==> src/rtl/ldc_pkg.sv <==
package ldc_pkg;

  typedef enum logic [1:0] {
    OP_HOLD = 2'd0,
    OP_INC  = 2'd1,
    OP_LOAD = 2'd2
  } ldc_op_e;

  // Next register value for a given operation.
  function automatic logic [31:0] ldc_next(input ldc_op_e op,
                                           input logic [31:0] cur,
                                           input logic [31:0] pre,
                                           input int unsigned w);
    logic [31:0] mask;
    mask = (w >= 32) ? 32'hFFFF_FFFF : ((32'd1 << w) - 32'd1);
    unique case (op)
      OP_LOAD: ldc_next = pre & mask;
      OP_INC:  ldc_next = (cur + 32'd1) & mask;
      default: ldc_next = cur & mask;
    endcase
  endfunction

  // True when every one of the low w bits is set.
  function automatic logic ldc_terminal(input logic [31:0] cur,
                                        input int unsigned w);
    logic [31:0] mask;
    mask = (w >= 32) ? 32'hFFFF_FFFF : ((32'd1 << w) - 32'd1);
    ldc_terminal = ((cur & mask) == mask);
  endfunction

endpackage

==> src/rtl/ldc_ctrl.sv <==
module ldc_ctrl
  import ldc_pkg::*;
(
  input  logic    load_en,
  input  logic    cnt_en,
  output ldc_op_e op_sel
);
  // Load outranks count; neither means hold.
  always_comb begin
    if (load_en)     op_sel = OP_LOAD;
    else if (cnt_en) op_sel = OP_INC;
    else             op_sel = OP_HOLD;
  end
endmodule

==> src/rtl/ldc_state.sv <==
module ldc_state
  import ldc_pkg::*;
#(
  parameter int WIDTH = 4
) (
  input  logic             clk,
  input  logic             clr_n,
  input  ldc_op_e          op_sel,
  input  logic [WIDTH-1:0] din,
  output logic [WIDTH-1:0] q
);
  logic [31:0] nxt_wide;
  logic [31:0] cur_wide;
  logic [31:0] pre_wide;

  always_comb begin
    cur_wide = '0;
    pre_wide = '0;
    cur_wide[WIDTH-1:0] = q;
    pre_wide[WIDTH-1:0] = din;
    nxt_wide = ldc_next(op_sel, cur_wide, pre_wide, WIDTH);
  end

  always_ff @(posedge clk or negedge clr_n) begin
    if (!clr_n) q <= '0;
    else        q <= nxt_wide[WIDTH-1:0];
  end
endmodule

==> src/rtl/ldc_carry.sv <==
module ldc_carry
  import ldc_pkg::*;
#(
  parameter int WIDTH = 4
) (
  input  logic [WIDTH-1:0] q,
  input  ldc_op_e          op_sel,
  output logic             term_hit,
  output logic             carry_out
);
  logic [31:0] cur_wide;

  always_comb begin
    cur_wide = '0;
    cur_wide[WIDTH-1:0] = q;
    term_hit  = ldc_terminal(cur_wide, WIDTH);
    carry_out = term_hit && (op_sel == OP_INC);
  end
endmodule

==> src/rtl/ld_bin_counter.sv <==
module ld_bin_counter
  import ldc_pkg::*;
#(
  parameter int WIDTH = 4
) (
  input  logic             clk,
  input  logic             clr_n,
  input  logic             load_en,
  input  logic             cnt_en,
  input  logic [WIDTH-1:0] din,
  output logic [WIDTH-1:0] q,
  output logic             carry_out
);
  ldc_op_e op_sel;
  logic    term_hit;

  ldc_ctrl u_ctrl (
    .load_en (load_en),
    .cnt_en  (cnt_en),
    .op_sel  (op_sel)
  );

  ldc_state #(.WIDTH(WIDTH)) u_state (
    .clk    (clk),
    .clr_n  (clr_n),
    .op_sel (op_sel),
    .din    (din),
    .q      (q)
  );

  ldc_carry #(.WIDTH(WIDTH)) u_carry (
    .q         (q),
    .op_sel    (op_sel),
    .term_hit  (term_hit),
    .carry_out (carry_out)
  );
endmodule

==> config.mk <==
export PLATFORM = sky130hd
export DESIGN_NAME = ld_bin_counter
export DESIGN_NICKNAME = d
export VERILOG_FILES = /design/src/rtl/ldc_pkg.sv /design/src/rtl/ldc_ctrl.sv /design/src/rtl/ldc_state.sv /design/src/rtl/ldc_carry.sv /design/src/rtl/ld_bin_counter.sv
export SDC_FILE = /design/constraint.sdc
export NUM_CORES = 1
export LEC_CHECK = 0
export CAP_MARGIN = 10
export CORE_AREA = 2 2 39 41
export DETAILED_ROUTE_END_ITERATION = 12
export DIE_AREA = 0 0 41 43
export DONT_BUFFER_PORTS = 1
export GPL_ROUTABILITY_DRIVEN = 0
export HOLD_SLACK_MARGIN = 0.1
export MAX_ROUTING_LAYER = met4
export PLACE_DENSITY = 0.33
export RECOVER_POWER = 50
export SETUP_SLACK_MARGIN = 0.3
export SYNTH_ARGS = -nofsm -noshare
export SYNTH_HDL_FRONTEND = slang
export SYNTH_SLANG_ARGS = --single-unit
==> constraint.sdc <==
create_clock -name clk -period 3.1 [get_ports clk]
set_input_delay 0.62 -clock clk [delete_from_list [all_inputs] [get_ports clk]]
set_output_delay 0.62 -clock clk [all_outputs]
set_load 0.05 [all_outputs]
==> run summary, run 1 <==
outcome: finished clean
Fin. Hold Viols: 0
final wirelength: 514 µm
flip-flop and latch count after synthesis: 4
Reg-to-Reg Start: u_state.q[1]$_DFFE_PN0P_
slew at the pin with the worst max-slew slack: 558 ps
period utilization: 71.2%
Setup WS post-layout: 892 ps
setup TNS: 0 ps
drt drc: 0
critical path endpoint: carry_out
largest net degree at the start of global routing: 10
CTS sink cnt: 4
critical path capture point type: output port
worst-path fanout max: 4
register-to-register setup slack: 1730 ps
Hold WC Path Type: primary input to flop
Antenna Cells: 0
DR pass1 iterations: 2
FILL cells: 159
GRT Util Overall: 8.14%
post-synth net total: 31
layout net count: 37
max FFs per register: 4
Pwr Density: 654 nW/µm²
post-CTS sizing: 0
die height: 43 µm
Placement Setup Slack: 1120 ps
PnR Total Power: 0.173 mW
Hold Path Depth: 1
max_slew headroom: 62.8%
First DRT Iteration DRCs: 3
Cells after Synth: 22
Clock transition at path regs: 40 ps
Post-Syn Area: 208 µm²
critical path launch point: u_state.q[1]$_DFFE_PN0P_
critical path class: flop to output port
first-pass GRT wire length: 869 µm
worst path required time: 2480 ps
pins over their slew limit: 0
final core utilization: 19.1%
final non-filler cell total: 42
post-DR wirelength/cell: 12.2 µm
num ports: 13
area growth from synthesis to layout: 27.1%
Max VDD drop: 0.229 mV
vias after detailed routing: 185
Clk Latency, worst-skew pair: 230 ps
sequential element share of the synthesized area: 48.2%
hold slack: 492 ps
number of global-route vias before repair: 188
CTS Buf Count: 3
CTS tree: yes
design area: 264 µm²
CTS HTree Levels: 1
Detail Route Antenna Nets: 0
Starting Density: 15.0%
synth unique cells: 11
Max Cap Viol: 0
share of layout cells above drive strength 1: 15.4%
Root Driver: clkbuf_4
num rows: 14
Die Width: 41 µm
Ys Warns: 0
DP Area: 231 µm²
Fmax: 0.453 GHz
r2r endpoint: u_state.q[2]$_DFFE_PN0P_
biggest regs: u_state.q: 4 flops
Mapped Avg Cell Area: 9.44 µm²
fin crit period: 2210 ps
worst path arrival time: 1590 ps
routed vias/inst: 4.40
count of input and output buffers: 0
global route total overflow: 0
Clock Skews: 1.62 ps
largest reg by FF count: u_state.q
RSZ-0062 raised after global routing: false
initial antenna violation count: 0
setup violators final: 0
Die Area: 1760 µm²
FF-to-FF path depth: 4
core area: 1380 µm²
crit start category: flop
Leak: 0.112 nW
clk buf depth: 2
placed insts: 38
[cell families (layout without fill, tap and decap cells)]
kind of cell	count (synthesis)	count (layout)	synth area share, %
XOR/XNOR	3	3	12.7
multiplexers	1	1	4.82
AND/OR/NAND/NOR	8	8	16.9
flip-flops	4	4	48.2
AO/OA/AOI/OAI	4	4	9.63
buffers and inverters	1	5	1.81
adder cells (fa/ha/maj)	1	1	6.02
[report_power, final]
part	switching [mW]	total (mW)	internal [mW]
Combinational	0.00800	0.0175	0.00952
Clock	0.0208	0.0641	0.0433
Sequential	0.0324	0.0910	0.0586
[cells in the final DEF, fill, tap and decap left out, drive strengths merged]
cell         n
buf          1
clkbuf       3
dfrtp        4
dlygate4sd3  1
ha           1
mux2i        1
nand2        5
nand4        2
nor2         1
o21ai        4
xnor2        1
xor2         2
[how the worst min path moves through the flow]
stage	endpoint	start
3_5_place_dp	u_state.q[2]$_DFFE_PN0P_	clr_n
5_1_grt	u_state.q[3]$_DFFE_PN0P_	load_en
6_report	u_state.q[3]$_DFFE_PN0P_	load_en
4_1_cts	u_state.q[3]$_DFFE_PN0P_	load_en
3_3_place_gp	u_state.q[3]$_DFFE_PN0P_	clr_n
2_1_floorplan	u_state.q[0]$_DFFE_PN0P_	clr_n
[routing by layer]
layer | part of all wire (%) | wire [µm] | up-vias | GRT usage, %
met2 | 38 | 196 | 16 | 9.06
met4 | 1.6 | 8 | 0 | 6.00
met3 | 22 | 111 | 2 | 8.38
met1 | 38 | 196 | 83 | 8.06
met5 | 0 | 0 | - | -
li1 | - | - | 84 | -
[area by class of cell]
class | count | area [µm²] | area share, %
Clock buffer | 3 | 22.5 | 8.53
Sequential cell | 4 | 100 | 37.9
Multi-Input combinational cell | 17 | 104 | 39.3
Timing Repair Buffer | 2 | 17.5 | 6.64
Tap cell | 16 | 20.0 | 7.58
[critical path: stages (launching register included)]
cell     delay, ps
dfrtp_1        670
ha_1           270
nand4_1        100
nor2_1         120
buf_4          200
[repair_timing]
action | in CTS | in global routing
setup buffers | 0 | 0
hold buffers | 1 | 0
endpoints found under the hold margin | 4 | 0
[synth_stat cells (all sizes together)]
library cell  n  area [µm²]
clkbuf        1        3.75
o21ai         4        20.0
xnor2         1        8.76
xor2          2        17.5
ha            1        12.5
mux2i         1        10.0
nand4         2        12.5
dfrtp         4         100
nand2         5        18.8
nor2          1        3.75
Power figures use the tool's default switching activity.
==> inputs of run 2 (changes only) <==
--- a/config.mk
+++ b/config.mk
@@ -5,6 +5,7 @@
 export SDC_FILE = /design/constraint.sdc
 export NUM_CORES = 1
 export LEC_CHECK = 0
+export ABC_AREA = 1
 export CAP_MARGIN = 10
 export CORE_AREA = 2 2 39 41
 export DETAILED_ROUTE_END_ITERATION = 12
@@ -13,7 +14,7 @@
 export GPL_ROUTABILITY_DRIVEN = 0
 export HOLD_SLACK_MARGIN = 0.1
 export MAX_ROUTING_LAYER = met4
-export PLACE_DENSITY = 0.33
+export PLACE_DENSITY = 0.35
 export RECOVER_POWER = 50
 export SETUP_SLACK_MARGIN = 0.3
 export SYNTH_ARGS = -nofsm -noshare
==> constraint.sdc (replaced) <==
create_clock -name clk -period 2.2 [get_ports clk]
set_input_delay 0.44 -clock clk [delete_from_list [all_inputs] [get_ports clk]]
set_output_delay 0.44 -clock clk [all_outputs]
set_load 0.05 [all_outputs]
==> run summary, run 2 <==
num rows: 14 (unchanged)
layout net count: 49 (+32%)
count leader, synth: nand2_1
Cells after Synth: 30 (+36%)
Ys Warns: 0 (unchanged)
outcome: finished clean
Post-Syn Area: 231 µm² (+11%)
first-pass GRT wire length: 924 µm (+6.3%)
cell taking the most area after synthesis: dfrtp_1
max FFs per register: 4 (unchanged)
CTS sink cnt: 4 (unchanged)
share of layout cells above drive strength 1: 30.8% (+15 points)
synth unique cells: 11 (unchanged)
placed insts: 49 (+29%)
slew at the pin with the worst max-slew slack: 770 ps (+212 ps)
Leak: 0.158 nW (+41%)
biggest regs: u_state.q: 4 flops
Die Area: 1760 µm² (unchanged)
PnR Total Power: 0.277 mW (+61%)
Die Width: 41 µm (unchanged)
Antenna Cells: 0 (unchanged)
global route total overflow: 0 (unchanged)
Synth area leaders: dfrtp_1 (43%), nand2_1 (16%), nand3_1 (11%), a22oi_1 (6.5%), ha_1 (5.4%)
final core utilization: 25.6% (+6.5 points)
DR pass1 iterations: 4 (+2)
Max VDD drop: 0.312 mV (+36%)
adder-cell area share of the yosys netlist: 5.41% (-0.62 points)
commonest non-fill, non-tap cell in the layout: nand2_1
CTS tree: yes
Max Cap Viol: 0 (unchanged)
critical path endpoint: carry_out
FILL cells: 164 (+3.1%)
post-synthesis compound-gate area fraction: 6.49% (-3.2 points)
vias after detailed routing: 239 (+29%)
hold slack: 346 ps (-145 ps)
First DRT Iteration DRCs: 5 (+2)
CTS Buf Count: 3 (unchanged)
drt drc: 0 (unchanged)
area growth from synthesis to layout: 53.0%
sequential element share of the synthesized area: 43.2% (-4.9 points)
largest reg by FF count: u_state.q
critical path launch point: u_state.q[0]$_DFFE_PN0P_
Mapped Avg Cell Area: 7.72 µm² (-18%)
Fin. Hold Viols: 0 (unchanged)
Fmax: 0.559 GHz
pins over their slew limit: 0 (unchanged)
CTS HTree Levels: 1 (unchanged)
count of input and output buffers: 0 (unchanged)
asr flop ratio synth: 100% (unchanged)
Clock Skews: 5.19 ps (+3.57 ps)
largest net degree at the start of global routing: 8 (-2)
post-DR wirelength/cell: 11.9 µm (-2.8%)
core area: 1380 µm² (unchanged)
Seq. cell area: 108 µm² (+7.5%)
initial antenna violation count: 0 (unchanged)
Commonest cells post-synth: nand2_1 (10), nand3_1 (5), dfrtp_1 (4)
Pwr Density: 783 nW/µm² (+20%)
fin crit period: 1790 ps
r2r endpoint: u_state.q[3]$_DFFE_PN0P_
Clock transition at path regs: 40 ps (about the same)
ys flop type: dfrtp_1
number of global-route vias before repair: 224 (+19%)
Detail Route Antenna Nets: 0 (unchanged)
Post-Synth Simple-Gate Area: 36.2% (+19 points)
Post-synth EDFFs: 0 (unchanged)
GRT Util Overall: 8.88% (+0.74 points)
worst path arrival time: 1350 ps (-240 ps)
final non-filler cell total: 55 (+31%)
setup violators final: 0 (unchanged)
routed vias/inst: 4.35 (-1.3%)
post-synth top area share: 43.2% (-4.9 points)
period utilization: 81.3%
flip-flop and latch count after synthesis: 4 (unchanged)
Clk Latency, worst-skew pair: 240 ps (about the same)
Root Driver: clkbuf_4
Post-Synth XOR/XNOR Area: 3.78% (-8.9 points)
FF-to-FF path depth: 4 (unchanged)
critical path capture point type: output port
mux cell area share after synthesis: 0% (-4.8 points)
RSZ-0062 raised after global routing: false
die height: 43 µm (unchanged)
most frequent cells in the layout: nand2_1 (10), nand3_1 (4), inv_1 (3), clkbuf_4 (3)
post-synth net total: 39 (+26%)
setup TNS: 0 ps (unchanged)
worst-path fanout max: 6 (+2)
critical path class: flop to output port
num ports: 13 (unchanged)
worst path required time: 1760 ps (-720 ps)
Hold WC Path Type: primary input to flop
register-to-register setup slack: 790 ps (-940 ps)
clk buf depth: 2 (unchanged)
Multi-input gate area: 149 µm² (+43%)
largest family of logic cells by synthesized area: simple AND/OR/NAND/NOR gates
crit start category: flop
max_slew headroom: 48.7% (-14 points)
Reg-to-Reg Start: u_state.q[2]$_DFFE_PN0P_
final wirelength: 654 µm (+27%)
Starting Density: 16.7% (+1.7 points)
[run 2: cells by family after synthesis]
group / after synthesis
flip-flops: 4
adder cells (fa/ha/maj): 1
XOR/XNOR: 1
AND/OR/NAND/NOR: 19
buffers and inverters: 3
AO/OA/AOI/OAI: 2
[run 2: layout make-up]
| class | count | share of cell area, % |
|---|---|---|
| Multi-Input combinational cell | 23 | 42.0 |
| Sequential cell | 4 | 30.4 |
| Timing Repair Buffer | 5 | 11.3 |
| Clock buffer | 4 | 7.42 |
| Tap cell | 16 | 5.65 |
| Inverter | 3 | 3.18 |
[run 2: worst min-delay path by stage]
stage                start                  endpoint  slack (ps)  cells past startpoint
floorplan            clr_n  u_state.q[0]$_DFFE_PN0P_         140                      0
global placement     clr_n  u_state.q[2]$_DFFE_PN0P_         140                      0
finish              din[0]  u_state.q[0]$_DFFE_PN0P_         350                      2
global route        din[0]  u_state.q[0]$_DFFE_PN0P_         330                      2
CTS                 din[1]  u_state.q[1]$_DFFE_PN0P_         340                      2
detailed placement   clr_n  u_state.q[2]$_DFFE_PN0P_         140                      0
[run 2: per-stage QoR]
step           area, µm²  setup slack (ps)
6_report             354               411
5_1_grt              354               356
4_1_cts              355               349
3_5_place_dp         288               436
3_3_place_gp         288               466
2_1_floorplan        245               370
[run 2: repair_timing]
| item | CTS | global route |
|---|---|---|
| hold buffers | 1 | 0 |
| gates resized for setup | 5 | 1 |
| setup buffers | 1 | 0 |
| endpoints found under the setup margin | 1 | 1 |
| pin swaps | 2 | 0 |
| endpoints found under the hold margin | 4 | 0 |
[run 2: power breakdown]
group / total, mW / switching [mW] / leakage (nW) / internal (mW)
clock: 0.0992 / 0.0310 / 0.0150 / 0.0681
combinational: 0.0629 / 0.0403 / 0.0968 / 0.0226
sequential: 0.115 / 0.0293 / 0.0463 / 0.0859
total: 0.277 / 0.101 / 0.158 / 0.177
[run 2: worst max-delay path, cell delays in order, from the launching register on]
cell     delay [ps]
dfrtp_4         550
ha_4            180
nand3_2          90
nor3_4          120
buf_6           180
[run 2: layer usage]
layer  track usage (%)  up-vias  share of wire (%)
li1                  -      118                  -
met1              8.77      106                 36
met2              11.9       15                 51
met3              9.42        0                 12
met4              2.00        0                  0
met5                 -        -                  0
